`src/rtl/gpio_irq_pkg.sv`:
```
package gpio_irq_pkg;

  // Word index of each register (byte address bits [4:2])
  typedef enum logic [2:0] {
    RI_DATA   = 3'd0,
    RI_DIR    = 3'd1,
    RI_LEVEL  = 3'd2,
    RI_CFG_LO = 3'd3,
    RI_CFG_HI = 3'd4,
    RI_MASK   = 3'd5,
    RI_STAT   = 3'd6,
    RI_ANYEDG = 3'd7
  } reg_idx_e;

  // Per-pin trigger condition codes
  typedef enum logic [1:0] {
    TRIG_LOW  = 2'b00,
    TRIG_HIGH = 2'b01,
    TRIG_RISE = 2'b10,
    TRIG_FALL = 2'b11
  } trig_e;

  // Extract the 2-bit trigger code for one pin; the lower half of the
  // pins lives in cfg_lo, the upper half in cfg_hi.
  function automatic trig_e pin_code(input logic [31:0] cfg_lo,
                                     input logic [31:0] cfg_hi,
                                     input int unsigned pin,
                                     input int unsigned half);
    logic [31:0] src;
    int unsigned slot;
    src  = (pin < half) ? cfg_lo : cfg_hi;
    slot = (pin < half) ? pin : pin - half;
    return trig_e'(src[2*slot +: 2]);
  endfunction

  // Decide whether a pin reports a condition this cycle.
  function automatic logic pin_event(input trig_e code,
                                     input logic  any_edge,
                                     input logic  cur,
                                     input logic  prv);
    if (any_edge) return cur ^ prv;
    case (code)
      TRIG_LOW:  return ~cur;
      TRIG_HIGH: return cur;
      TRIG_RISE: return cur & ~prv;
      default:   return ~cur & prv;
    endcase
  endfunction

endpackage

```
`src/rtl/gpio_sync.sv`:
```
module gpio_sync #(
  parameter int W = 32
) (
  input  logic         clk,
  input  logic         rst_n,
  input  logic [W-1:0] async_in,
  output logic [W-1:0] sync_out
);
  logic [W-1:0] meta_q;

  always_ff @(posedge clk or negedge rst_n) begin
    if (!rst_n) begin
      meta_q   <= '0;
      sync_out <= '0;
    end else begin
      meta_q   <= async_in;
      sync_out <= meta_q;
    end
  end
endmodule

```
`src/rtl/gpio_regs.sv`:
```
module gpio_regs
  import gpio_irq_pkg::*;
#(
  parameter int PINS   = 32,
  parameter int ADDR_W = 5,
  localparam int HALF  = PINS / 2,
  localparam int CFG_W = 2 * HALF
) (
  input  logic              clk,
  input  logic              rst_n,
  input  logic              bus_sel,
  input  logic              bus_wr,
  input  logic [ADDR_W-1:0] bus_addr,
  input  logic [31:0]       bus_wdata,
  output logic [31:0]       bus_rdata,
  input  logic [PINS-1:0]   pad_lvl,
  input  logic [PINS-1:0]   stat_q,
  output logic [PINS-1:0]   data_q,
  output logic [PINS-1:0]   dir_q,
  output logic [CFG_W-1:0]  cfg_lo_q,
  output logic [CFG_W-1:0]  cfg_hi_q,
  output logic [PINS-1:0]   mask_q,
  output logic [PINS-1:0]   anyedg_q,
  output logic [PINS-1:0]   stat_clr
);
  reg_idx_e idx;
  logic     wr_en;
  logic     unused_addr_bits;

  assign idx              = reg_idx_e'(bus_addr[4:2]);
  assign wr_en            = bus_sel & bus_wr;
  assign unused_addr_bits = ^{bus_addr[1:0]};

  always_ff @(posedge clk or negedge rst_n) begin
    if (!rst_n) begin
      data_q   <= '0;
      dir_q    <= '0;
      cfg_lo_q <= '0;
      cfg_hi_q <= '0;
      mask_q   <= '0;
      anyedg_q <= '0;
    end else if (wr_en) begin
      case (idx)
        RI_DATA:   data_q   <= bus_wdata[PINS-1:0];
        RI_DIR:    dir_q    <= bus_wdata[PINS-1:0];
        RI_CFG_LO: cfg_lo_q <= bus_wdata[CFG_W-1:0];
        RI_CFG_HI: cfg_hi_q <= bus_wdata[CFG_W-1:0];
        RI_MASK:   mask_q   <= bus_wdata[PINS-1:0];
        RI_ANYEDG: anyedg_q <= bus_wdata[PINS-1:0];
        default:   ;
      endcase
    end
  end

  // Write-one-to-clear request towards the status logic
  assign stat_clr = (wr_en && idx == RI_STAT) ? bus_wdata[PINS-1:0] : '0;

  always_comb begin
    bus_rdata = '0;
    if (bus_sel && !bus_wr) begin
      case (idx)
        RI_DATA:   bus_rdata = 32'(data_q);
        RI_DIR:    bus_rdata = 32'(dir_q);
        RI_LEVEL:  bus_rdata = 32'(pad_lvl);
        RI_CFG_LO: bus_rdata = 32'(cfg_lo_q);
        RI_CFG_HI: bus_rdata = 32'(cfg_hi_q);
        RI_MASK:   bus_rdata = 32'(mask_q);
        RI_STAT:   bus_rdata = 32'(stat_q);
        default:   bus_rdata = 32'(anyedg_q);
      endcase
    end
  end
endmodule

```
`src/rtl/gpio_detect.sv`:
```
module gpio_detect
  import gpio_irq_pkg::*;
#(
  parameter int PINS   = 32,
  localparam int HALF  = PINS / 2,
  localparam int CFG_W = 2 * HALF
) (
  input  logic             clk,
  input  logic             rst_n,
  input  logic [PINS-1:0]  pad_lvl,
  input  logic [CFG_W-1:0] cfg_lo,
  input  logic [CFG_W-1:0] cfg_hi,
  input  logic [PINS-1:0]  anyedg,
  input  logic [PINS-1:0]  stat_clr,
  output logic [PINS-1:0]  prev_lvl,
  output logic [PINS-1:0]  evt,
  output logic [PINS-1:0]  stat_q
);
  logic [31:0] cfg_lo_w;
  logic [31:0] cfg_hi_w;

  assign cfg_lo_w = 32'(cfg_lo);
  assign cfg_hi_w = 32'(cfg_hi);

  always_ff @(posedge clk or negedge rst_n) begin
    if (!rst_n) prev_lvl <= '0;
    else        prev_lvl <= pad_lvl;
  end

  for (genvar p = 0; p < PINS; p++) begin : g_pin
    assign evt[p] = pin_event(pin_code(cfg_lo_w, cfg_hi_w, p, HALF),
                              anyedg[p], pad_lvl[p], prev_lvl[p]);

    // event has priority over a clear on the same edge
    always_ff @(posedge clk or negedge rst_n) begin
      if (!rst_n)        stat_q[p] <= 1'b0;
      else if (evt[p])   stat_q[p] <= 1'b1;
      else if (stat_clr[p]) stat_q[p] <= 1'b0;
    end
  end
endmodule

```
`src/rtl/gpio_port_irq.sv`:
```
module gpio_port_irq
  import gpio_irq_pkg::*;
#(
  parameter int PINS   = 32,
  parameter int ADDR_W = 5
) (
  input  logic              clk,
  input  logic              rst_n,
  input  logic              bus_sel,
  input  logic              bus_wr,
  input  logic [ADDR_W-1:0] bus_addr,
  input  logic [31:0]       bus_wdata,
  output logic [31:0]       bus_rdata,
  input  logic [PINS-1:0]   pad_in,
  output logic [PINS-1:0]   pad_out,
  output logic [PINS-1:0]   pad_oe,
  output logic              irq_lo,
  output logic              irq_hi
);
  localparam int HALF  = PINS / 2;
  localparam int CFG_W = 2 * HALF;

  logic [PINS-1:0]  pad_lvl;
  logic [PINS-1:0]  prev_lvl;
  logic [PINS-1:0]  evt;
  logic [PINS-1:0]  stat_q;
  logic [PINS-1:0]  stat_clr;
  logic [PINS-1:0]  mask_q;
  logic [PINS-1:0]  anyedg_q;
  logic [PINS-1:0]  data_q;
  logic [PINS-1:0]  dir_q;
  logic [CFG_W-1:0] cfg_lo_q;
  logic [CFG_W-1:0] cfg_hi_q;
  logic [PINS-1:0]  pending;

  gpio_sync #(.W(PINS)) u_sync (
    .clk      (clk),
    .rst_n    (rst_n),
    .async_in (pad_in),
    .sync_out (pad_lvl)
  );

  gpio_regs #(.PINS(PINS), .ADDR_W(ADDR_W)) u_regs (
    .clk       (clk),
    .rst_n     (rst_n),
    .bus_sel   (bus_sel),
    .bus_wr    (bus_wr),
    .bus_addr  (bus_addr),
    .bus_wdata (bus_wdata),
    .bus_rdata (bus_rdata),
    .pad_lvl   (pad_lvl),
    .stat_q    (stat_q),
    .data_q    (data_q),
    .dir_q     (dir_q),
    .cfg_lo_q  (cfg_lo_q),
    .cfg_hi_q  (cfg_hi_q),
    .mask_q    (mask_q),
    .anyedg_q  (anyedg_q),
    .stat_clr  (stat_clr)
  );

  gpio_detect #(.PINS(PINS)) u_detect (
    .clk      (clk),
    .rst_n    (rst_n),
    .pad_lvl  (pad_lvl),
    .cfg_lo   (cfg_lo_q),
    .cfg_hi   (cfg_hi_q),
    .anyedg   (anyedg_q),
    .stat_clr (stat_clr),
    .prev_lvl (prev_lvl),
    .evt      (evt),
    .stat_q   (stat_q)
  );

  assign pad_out = data_q;
  assign pad_oe  = dir_q;
  assign pending = stat_q & mask_q;
  assign irq_lo  = |pending[HALF-1:0];
  assign irq_hi  = |pending[PINS-1:HALF];
endmodule

```
`config.mk`:
```
export PLATFORM = sky130hd
export DESIGN_NAME = gpio_port_irq
export DESIGN_NICKNAME = d
export VERILOG_FILES = /design/src/rtl/gpio_irq_pkg.sv /design/src/rtl/gpio_sync.sv /design/src/rtl/gpio_regs.sv /design/src/rtl/gpio_detect.sv /design/src/rtl/gpio_port_irq.sv
export SDC_FILE = /design/constraint.sdc
export NUM_CORES = 1
export LEC_CHECK = 0
export ABC_CLOCK_PERIOD_IN_PS = 3400
export BUFFER_PORTS_ARGS = -buffer_cell sky130_fd_sc_hd__buf_2
export CAP_MARGIN = 20
export CORE_UTILIZATION = 25
export DETAILED_ROUTE_END_ITERATION = 12
export PLACE_DENSITY = 0.39
export SLEW_MARGIN = 10
export SYNTH_ARGS = -nofsm -noshare
export SYNTH_HDL_FRONTEND = slang
export SYNTH_SLANG_ARGS = --single-unit
export TNS_END_PERCENT = 50
```
`constraint.sdc`:
```
create_clock -name clk -period 3.4 [get_ports clk]
set_input_delay 0.68 -clock clk [delete_from_list [all_inputs] [get_ports clk]]
set_output_delay 0.68 -clock clk [all_outputs]
set_load 0.05 [all_outputs]
```
==> flow_summary.yaml, run 1 <==
outcome:
  status: "completed"
floorplan:
  num_io_pins: 171
  start_util: 0.2528
  die_h_um: 249.0
  coreArea_sq_um: 60360
  die_x_um: 249.0
  placement_rows: 90
  dieArea_sq_um: 62020
timing:
  final-setup-viol-count: 0
  tightest_slew_ns: 0.5537
  hold_viol: 0
  fmax_ghz: 0.3184
  maxSlewViolCount: 0
  clock_skew_ns: 0.009721
  rsz0062_at_grt: "no"
  finalCritPeriodShare: 0.9237
  worst_slack_ns: 0.2594
  fin_crit_ns: 3.141
  slew_headroom: 0.6309
synth:
  ys_seq_area_frac: 0.5248
  synth_area_sq_um: 15260
  synth_seq_cells: 320
  ys_top_cells_by_area: "dfrtp_1 (52%), mux2_2 (16%), mux2i_1 (6.0%), ha_1 (5.2%), a22o_1 (2.2%)"
  synth_top_cell_by_area: "dfrtp_1"
  syn_inst: 1244
  synth_fp_nets: 1381
  ys_types: 33
  synth.avg_cell_area_sq_um: 12.26
  yosysWarnings: 0
  synth_top_area_frac: 0.5248
route:
  wl_um: 50450
  ant_nets: 0
  vias: 10600
  routedWlPerCell_um: 22.34
  drc: 0
  firstDrtPassIters: 5
  viasPerCell: 4.694
  drt_iter0_markers: 607
pwr:
  ir_drop_mv: 0.3215
  p_per_area_nw_per_um2: 640.2
  p_leak_nw: 8.741
placement:
  portBuffers: 168
  post-place-ws_ns: 0.2208
  hpwl_um: 35160
  place_congestion: 0.7500
  place_area_sq_um: 17600
global_route:
  grt_pass1_vias: 10980
  grt_first_pass_wirelength_um: 74810
  antenna_found_initial: 1
  grt_max_degree: 64
  track_usage: 0.1625
  overflow: 0
cts:
  cts_buffers: 41
  cts_buffer_depth: 3
  cts-root-buf: "clkbuf_16"
  holdBufCountCts: 0
  cts_resized: 0
  postCtsSetupBuffers: 0
  clkLatencyLatePin_ns: 0.56
  htreeDepth: 2
  cts_tree: "done"
  clkTransAtPathRegs_ns: 0.06
  clock-sinks: 320
cells_and_area:
  final_common_cell: "dfrtp_1"
  area_growth_pct: 24.00
  final_nets: 1583
  fin_area_sq_um: 18920
  antenna_cells: 0
  final_cell_mix: "dfrtp_1 (320), mux2_2 (217), buf_2 (150), mux2i_1 (91)"
  layout-drive-gt1-share: 0.3462
setup_path:
  end_kind: "output port"
  startpoint_type: "input port"
  worstPathMaxFanout: 37
  worstPathArrival_ns: 2.46
  cp.required_ns: 2.72
  worstSetupPathType: "in -> out"
run:
  cap_violations: 0
min_path:
  hold_path.class: "in -> async"
## power breakdown
| part | switching (mW) | total [mW] | internal, mW | leakage (nW) |
|---|---|---|---|---|
| logic | 1.55 | 2.65 | 1.09 | 4.33 |
| registers | 0.734 | 5.15 | 4.42 | 3.76 |
| clock network | 1.72 | 4.32 | 2.59 | 0.652 |
| total | 4.01 | 12.1 | 8.10 | 8.74 |
## synthesized netlist by cell type
| master | count |
|---|---|
| a2111oi_0 | 1 |
| a211o_1 | 31 |
| a211oi_1 | 4 |
| a21oi_1 | 29 |
| a221o_1 | 1 |
| a221oi_1 | 9 |
| a22o_1 | 38 |
| and2_1 | 1 |
| buf_2 | 25 |
| buf_4 | 13 |
| clkbuf_1 | 21 |
| dfrtp_1 | 320 |
| ha_1 | 64 |
| inv_1 | 67 |
| mux2_1 | 6 |
| mux2_2 | 217 |
| mux2i_1 | 91 |
| mux4_2 | 2 |
| nand2_1 | 67 |
| nand2b_1 | 6 |
| nand3_1 | 2 |
| nand3b_1 | 1 |
| nand4_1 | 2 |
| nor2_1 | 68 |
| nor2b_1 | 1 |
| nor3_1 | 30 |
| nor3_2 | 2 |
| nor3_4 | 1 |
| o21ai_0 | 62 |
| o221ai_1 | 2 |
| o22ai_1 | 29 |
| or2_1 | 1 |
| xor2_1 | 30 |
## area by class of cell
cell class                 count  area, sq um
fill                        6204        41440
tap                          782        978.4
timing repair buffer         218         1598
inverter                      67        251.5
clock inverter                11        108.9
sequential                   320         8008
multi-input combinational    798         6766
clock buffer                  62         1207
## kinds of logic (layout without fill, tap and decap cells)
family                     Yosys count  count (layout)  synth area share
and+or+nand+nor                    182             182           0.05109
adders and majority gates           64              64           0.05248
DFF                                320             320            0.5248
AOI/OAI and AO/OA                  206             206           0.09087
buffers and inverters              126             358           0.03625
xor gates and xnor gates            30              30           0.01722
muxes                              316             316            0.2272
## metal layers
layer	GRT usage	wire, um	up-vias	share of wire
li1	-	-	4844	-
met1	0.2218	23690	5474	0.47
met2	0.2555	23110	199	0.46
met3	0.03009	2007	81	0.040
met4	0.06085	1635	2	0.032
met5	0	9	-	0.00018
## path summary, 6_finish.rpt
| kind | slack (ns) | cells after the start | to | start |
|---|---|---|---|---|
| setup / recovery | 0.26 | 9 | bus_rdata[25] | bus_addr[4] |
| hold / removal | 0.08 | 1 | u_sync.meta_q[6]$_DFF_PN0_ | rst_n |
| setup reg to reg | 1.71 | 5 | u_detect.stat_q[13]$_DFFE_PN0P_ | u_sync.sync_out[13]$_DFF_PN0_ |
| hold reg to reg | 0.34 | 0 | u_sync.sync_out[5]$_DFF_PN0_ | u_sync.meta_q[5]$_DFF_PN0_ |
| max in group asynchronous | 2.52 | 2 | u_sync.sync_out[22]$_DFF_PN0_ | rst_n |
| min in group clk | 0.22 | 1 | u_sync.meta_q[2]$_DFF_PN0_ | pad_in[2] |
## critical path, cell delays in order
cell and delay [ns]:
buf_6 0.35, buf_12 0.30, buf_4 0.20, mux2i_1 0.19, o21ai_0 0.09, a21oi_1 0.19, nor3_1 0.08, buf_4 0.16
buf_12 0.14
## sequential cells by signal, summed over array words and instances, names as in the netlist
| register | count |
|---|---|
| u_detect.prev_lvl | 32 |
| u_detect.stat_q | 32 |
| u_regs.anyedg_q | 32 |
| u_regs.cfg_hi_q | 32 |
| u_regs.cfg_lo_q | 32 |
| u_regs.data_q | 32 |
| u_regs.dir_q | 32 |
| u_regs.mask_q | 32 |
| u_sync.meta_q | 32 |
| u_sync.sync_out | 32 |
## stage by stage
step	util	instances	setup TNS (ns)	power, mW	hold slack [ns]
CTS	0.3134	2258	0	12.32	0.08052
floorplan	-	1244	-0.04557	6.832	0.3312
global route	0.3134	2258	0	12.71	0.09562
detailed placement	0.2916	2185	0	7.917	0.3347
global placement	0.2916	2185	0	7.867	0.3340
finish	0.3134	2258	0	12.11	0.07914
Note: power is estimated with default switching activity, not from simulation.
==> run 2: changes to the inputs <==
Settings changed: ABC_CLOCK_PERIOD_IN_PS 3400 to 2900.
Clock period 3.4 ns to 2.9 ns, I/O delays scaled along.
==> run 2 against run 1 <==
Via count grew 0.59%. Largest cell class unchanged. Critical path type unchanged. Register-to-register slack got worse by 0.50 ns. Sequential cell count is the same. Sequential share of layout area is 0.81 points lower.
==> flow_summary.yaml, run 2 (synthesis results as in run 1) <==
outcome:
  status: "completed"
cts:
  cts_tree: "done"
  holdBufCountCts: 0
  clkTransAtPathRegs_ns: 0.06
  htreeDepth: 2
  cts_buffers: 40
  clkLatencyLatePin_ns: 0.57
  cts-root-buf: "clkbuf_16"
  cts_buffer_depth: 3
  clock-sinks: 320
floorplan:
  die_x_um: 249.0
  die_h_um: 249.0
  dieArea_sq_um: 62020
  num_io_pins: 171
  placement_rows: 90
  start_util: 0.2528
  coreArea_sq_um: 60360
placement:
  place_congestion: 0.7764
  post-place-ws_ns: -0.1818
  portBuffers: 168
  hpwl_um: 36360
  place_area_sq_um: 17990
timing:
  tightest_slew_ns: 0.7174
  final-setup-viol-count: 0
  worst_slack_ns: 0.09368
  whs_ns: 0.002831
  slew_headroom: 0.5217
  hold_viol: 0
  maxSlewViolCount: 0
  fin_crit_ns: 2.806
  rsz0062_at_grt: "no"
  finalCritPeriodShare: 0.9677
  clock_skew_ns: 0.02346
  fmax_ghz: 0.3563
route:
  viasPerCell: 4.691
  drc: 0
  firstDrtPassIters: 4
  ant_nets: 0
  routedWlPerCell_um: 22.69
  drt_iter0_markers: 484
  vias: 10660
  wl_um: 51570
global_route:
  busiest_layer: "met2"
  overflow: 0
  met2_usage: 0.2765
  met3_usage: 0.02780
  antenna_found_initial: 4
  grt_first_pass_wirelength_um: 76910
  grt_pass1_vias: 11210
  grt_max_degree: 70
  track_usage: 0.1674
  use_met1: 0.2242
pwr:
  ir_drop_mv: 0.4017
  pwr-share-seq: 0.424
  p_per_area_nw_per_um2: 736.3
  combPwrFrac: 0.224
  power_switching_mw: 4.715
  p_leak_nw: 8.898
  p_clk_frac: 0.352
  p_sw_frac: 0.3320
  total_power_mw: 14.20
  internal_power_mw: 9.487
setup_path:
  r2r-start: "u_sync.sync_out[23]$_DFF_PN0_"
  worstPathArrival_ns: 2.23
  end_kind: "output port"
  cp.required_ns: 2.32
  rr_worst_depth: 5
  r2r-end: "u_detect.stat_q[23]$_DFFE_PN0P_"
  startpoint_type: "input port"
  worstPathMaxFanout: 50
  reg2reg_slack_ns: 1.21
  worstSetupPathType: "in -> out"
cells_and_area:
  antenna_cells: 0
  fin_area_sq_um: 19290
  final_common_cell: "dfrtp_1"
  final_nets: 1602
  final_cell_mix: "dfrtp_1 (320), mux2_2 (217), buf_2 (146), mux2i_1 (91)"
  area_growth_pct: 26.42
  layout-drive-gt1-share: 0.3662
run:
  cap_violations: 0
min_path:
  hold_path.class: "in -> async"
==> run 2: changes by cell type in the layout (fill, tap and decap cells not counted), sizes merged <==
cell,change
inv,+1
buf,+20
clkbuf,-6
==> run 2: layer usage <==
layer,part of all wire,up-vias
met1,0.46,5505
met3,0.035,84
met4,0.027,4
met5,0.00054,-
met2,0.48,178
li1,-,4892
==> run 2: stage by stage <==
stage	instances	TNS (ns)	utilization
3_3_place_gp	2206	-0.5373	0.2980
5_1_grt	2273	0	0.3196
2_1_floorplan	1244	-3.377	-
6_report	2273	0	0.3196
3_5_place_dp	2206	-0.4396	0.2980
4_1_cts	2273	0	0.3194
==> run 2: worst max-delay path by stage <==
stage,endpoint,cells after the start,slack [ns],startpoint
after floorplan,bus_rdata[5],7,-0.23,bus_addr[3]
after global placement,bus_rdata[13],8,-0.20,bus_addr[4]
after detailed placement,bus_rdata[13],8,-0.18,bus_addr[4]
after CTS,bus_rdata[10],8,0.03,bus_addr[4]
after global routing,bus_rdata[11],8,0.02,bus_addr[4]
final,bus_rdata[10],8,0.09,bus_addr[4]
==> run 2: power by group through the flow <==
| stage | sequential (mW) | combinational (mW) | clock [mW] |
|---|---|---|---|
| CTS | 6.07 | 3.22 | 5.15 |
| global route | 6.16 | 3.42 | 5.34 |
| finish | 6.03 | 3.18 | 4.99 |
| global placement | 6.13 | 3.17 | 0 |
| floorplan | 6.48 | 1.54 | 0 |
| detailed placement | 6.14 | 3.21 | 0 |
==> run 2: critical path, stage by stage <==
cell and delay [ns]:
buf_12 0.27, buf_4 0.25, mux2i_1 0.08, o21ai_0 0.31, a21oi_1 0.14, nor3_2 0.26, buf_4 0.17, buf_12 0.12
==> run 2: layout make-up <==
type / count / area, sq um
fill: 6156 / 41070
sequential: 320 / 8008
multi-input combinational: 798 / 6832
timing repair buffer: 238 / 1929
clock buffer: 56 / 1172
tap: 782 / 978.4
inverter: 67 / 251.5
clock inverter: 12 / 117.6
==> run 2: what timing repair did <==
action,4_1_cts,5_1_grt
gates cloned,0,0
setup endpoints to repair,5,2
gates resized for setup,2,2
buffers inserted,0,0
==> run 3: changes to the inputs <==
Settings changed: ABC_AREA set to 1, ABC_CLOCK_PERIOD_IN_PS 2900 to 3500, SKIP_CTS_REPAIR_TIMING set to 1.
Clock period 2.9 ns to 3.5 ns, I/O delays scaled along.
==> run 3 against run 2 <==
Wire length rose by 12%. Die area is 2.3% higher. Sequential cell count is the same. Combinational power decreased by 23%. Critical endpoint is now bus_rdata[12].
==> flow_summary.yaml, run 3 <==
timing:
  clock_skew_ns: 0.007365
  maxSlewViolCount: 0
  finalCritPeriodShare: 0.8879
  fmax_ghz: 0.3218
  rsz0062_at_grt: "no"
  fin_crit_ns: 3.108
  tns_ns: 0
  whs_ns: 0.1320
  final-setup-viol-count: 0
  slew_headroom: 0.5098
  tightest_slew_ns: 0.7342
  hold_viol: 0
floorplan:
  num_io_pins: 171
  die_x_um: 251.9
  dieArea_sq_um: 63440
  coreArea_sq_um: 61710
  start_util: 0.2530
  die_h_um: 251.9
  placement_rows: 91
pwr:
  p_clk_frac: 0.382
  p_per_area_nw_per_um2: 603.1
  combPwrFrac: 0.210
  ir_drop_mv: 0.2995
  p_sw_frac: 0.3355
  p_leak_nw: 9.446
  power_switching_mw: 3.928
  internal_power_mw: 7.779
  pwr-share-seq: 0.409
outcome:
  status: "completed"
synth:
  synth_flop_cell: "dfrtp_1"
  ys_top_cells_by_area: "dfrtp_1 (51%), nand2_1 (12%), o21ai_0 (6.5%), nand4_1 (5.4%), ha_1 (5.1%)"
  synth_fp_nets: 2021
  synth_commonest_cells: "nand2_1 (496), dfrtp_1 (320), o21ai_0 (202)"
  synth_top_area_frac: 0.5130
  yosysMostFrequentCell: "nand2_1"
  synth-edff-count: 0
  ys_types: 26
  synth_seq_cells: 320
  ys_seq_area_frac: 0.5130
  syn_inst: 1884
  async_flop_share: 1.000
  synth_top_cell_by_area: "dfrtp_1"
  synth_area_sq_um: 15610
  synth.avg_cell_area_sq_um: 8.286
  yosysWarnings: 0
global_route:
  track_usage: 0.1828
  antenna_found_initial: 0
  grt_max_degree: 74
  grt_first_pass_wirelength_um: 86770
  grt_pass1_vias: 13350
  overflow: 0
placement:
  dpl.cell_count: 2829
  hpwl_um: 38380
  portBuffers: 168
  place_congestion: 0.7842
cts:
  cts_tree: "done"
  cts_buffer_depth: 3
  cts-root-buf: "clkbuf_16"
  clkLatencyLatePin_ns: 0.56
  cts_buffers: 41
  clock-sinks: 320
  clkTransAtPathRegs_ns: 0.06
  htreeDepth: 2
route:
  firstDrtPassIters: 5
  wl_um: 57510
  ant_nets: 0
  routedWlPerCell_um: 19.82
  drc: 0
  vias: 13670
  drt_iter0_markers: 973
  viasPerCell: 4.713
setup_path:
  worstSetupPathType: "in -> out"
  worstPathArrival_ns: 2.41
  crit_path_cell_trace: "buf_4 > buf_4 > nand4_1 > nand2_1 > nor2_1 > a21oi_1 > buf_12"
  startpoint_type: "input port"
  cp.required_ns: 2.80
  critPathMaxStageDelay_ns: 0.46
  slowest_stage: "a21oi_1"
  end_kind: "output port"
  crit_top_cell: "buf_4"
  worstPathMaxFanout: 29
cells_and_area:
  final_core_util: 0.3145
  antenna_cells: 0
  finalNonFillerCells: 2901
  final_cell_mix: "nand2_1 (496), dfrtp_1 (320), o21ai_0 (202), inv_1 (152), buf_2 (139)"
  final_common_cell: "nand2_1"
  layout-drive-gt1-share: 0.1512
  area_growth_pct: 24.34
  final_nets: 2172
run:
  cap_violations: 0
min_path:
  hold_path.class: "in -> async"
run 3: changes by cell type in the layout (fill, tap and decap cells not counted), sizes merged, moves of 38 or more:
cell | before | now
mux2 | 223 | 0
nand2 | 67 | 497
nand4 | 2 | 136
a22o | 38 | 0
mux2i | 91 | 0
o21ai | 62 | 237
nor2 | 68 | 114
nand3 | 2 | 77
a21oi | 29 | 128
inv | 69 | 156
run 3: cell families after synthesis:
kind of cell | count (synthesis) | synth area share
compound gates | 380 | 0.1242
fa+ha+maj | 64 | 0.05130
simple gates | 855 | 0.2420
buf+inv | 265 | 0.06949
flops | 320 | 0.5130
run 3: path summary, 6_finish.rpt:
kind                                                    start  cells past startpoint  slack [ns]                         endpoint
worst max-delay path                              bus_addr[4]                      7        0.39                    bus_rdata[12]
worst min-delay path                                    rst_n                      1        0.13       u_sync.meta_q[0]$_DFF_PN0_
worst max register to register  u_sync.sync_out[18]$_DFF_PN0_                      6        2.11  u_detect.stat_q[18]$_DFFE_PN0P_
worst min register to register    u_sync.meta_q[25]$_DFF_PN0_                      0        0.35    u_sync.sync_out[25]$_DFF_PN0_
max in group asynchronous                               rst_n                      2        2.46     u_regs.dir_q[10]$_DFFE_PN0P_
min in group clk                                   pad_in[21]                      1        0.24      u_sync.meta_q[21]$_DFF_PN0_
run 3: cell type report:
class	count	area, sq um
well taps	837	1047
clock inverters	15	225.2
repair buffers	217	1827
flip-flops and latches	320	8008
multi-input cells	1299	6539
fillers	6573	42300
clock buffers	57	1176
inverters	156	588.1
run 3: power groups by stage:
stage | Combinational [mW] | Clock, mW | Sequential [mW]
after detailed placement | 2.48 | 0 | 4.84
after floorplan | 1.16 | 0 | 5.18
final | 2.46 | 4.47 | 4.78
after global routing | 2.74 | 4.74 | 4.86
after global placement | 2.45 | 0 | 4.84
after CTS | 2.49 | 4.60 | 4.78
run 3: stage by stage:
step	setup WS, ns	area (sq um)	total power, mW
floorplan	0.5232	15610	6.342
global placement	0.4124	18010	7.283
detailed placement	0.4301	18010	7.328
CTS	0.4262	19410	11.87
global route	0.3312	19410	12.35
finish	0.3925	19410	11.71
run 3: worst max-delay path, delay by kind of cell:
family,cells,cell delay (ns)
buffers and inverters,3,0.90
AOI/OAI and AO/OA,1,0.46
and+or+nand+nor,3,0.33
run 3: routing by layer:
metal | vias to the layer above | GRT usage | share of wire
met1 | 6682 | 0.2563 | 0.47
met3 | 64 | 0.02837 | 0.046
met4 | 0 | 0.04416 | 0.020
met2 | 350 | 0.2938 | 0.46
li1 | 6576 | - | -
met5 | - | 0 | 0
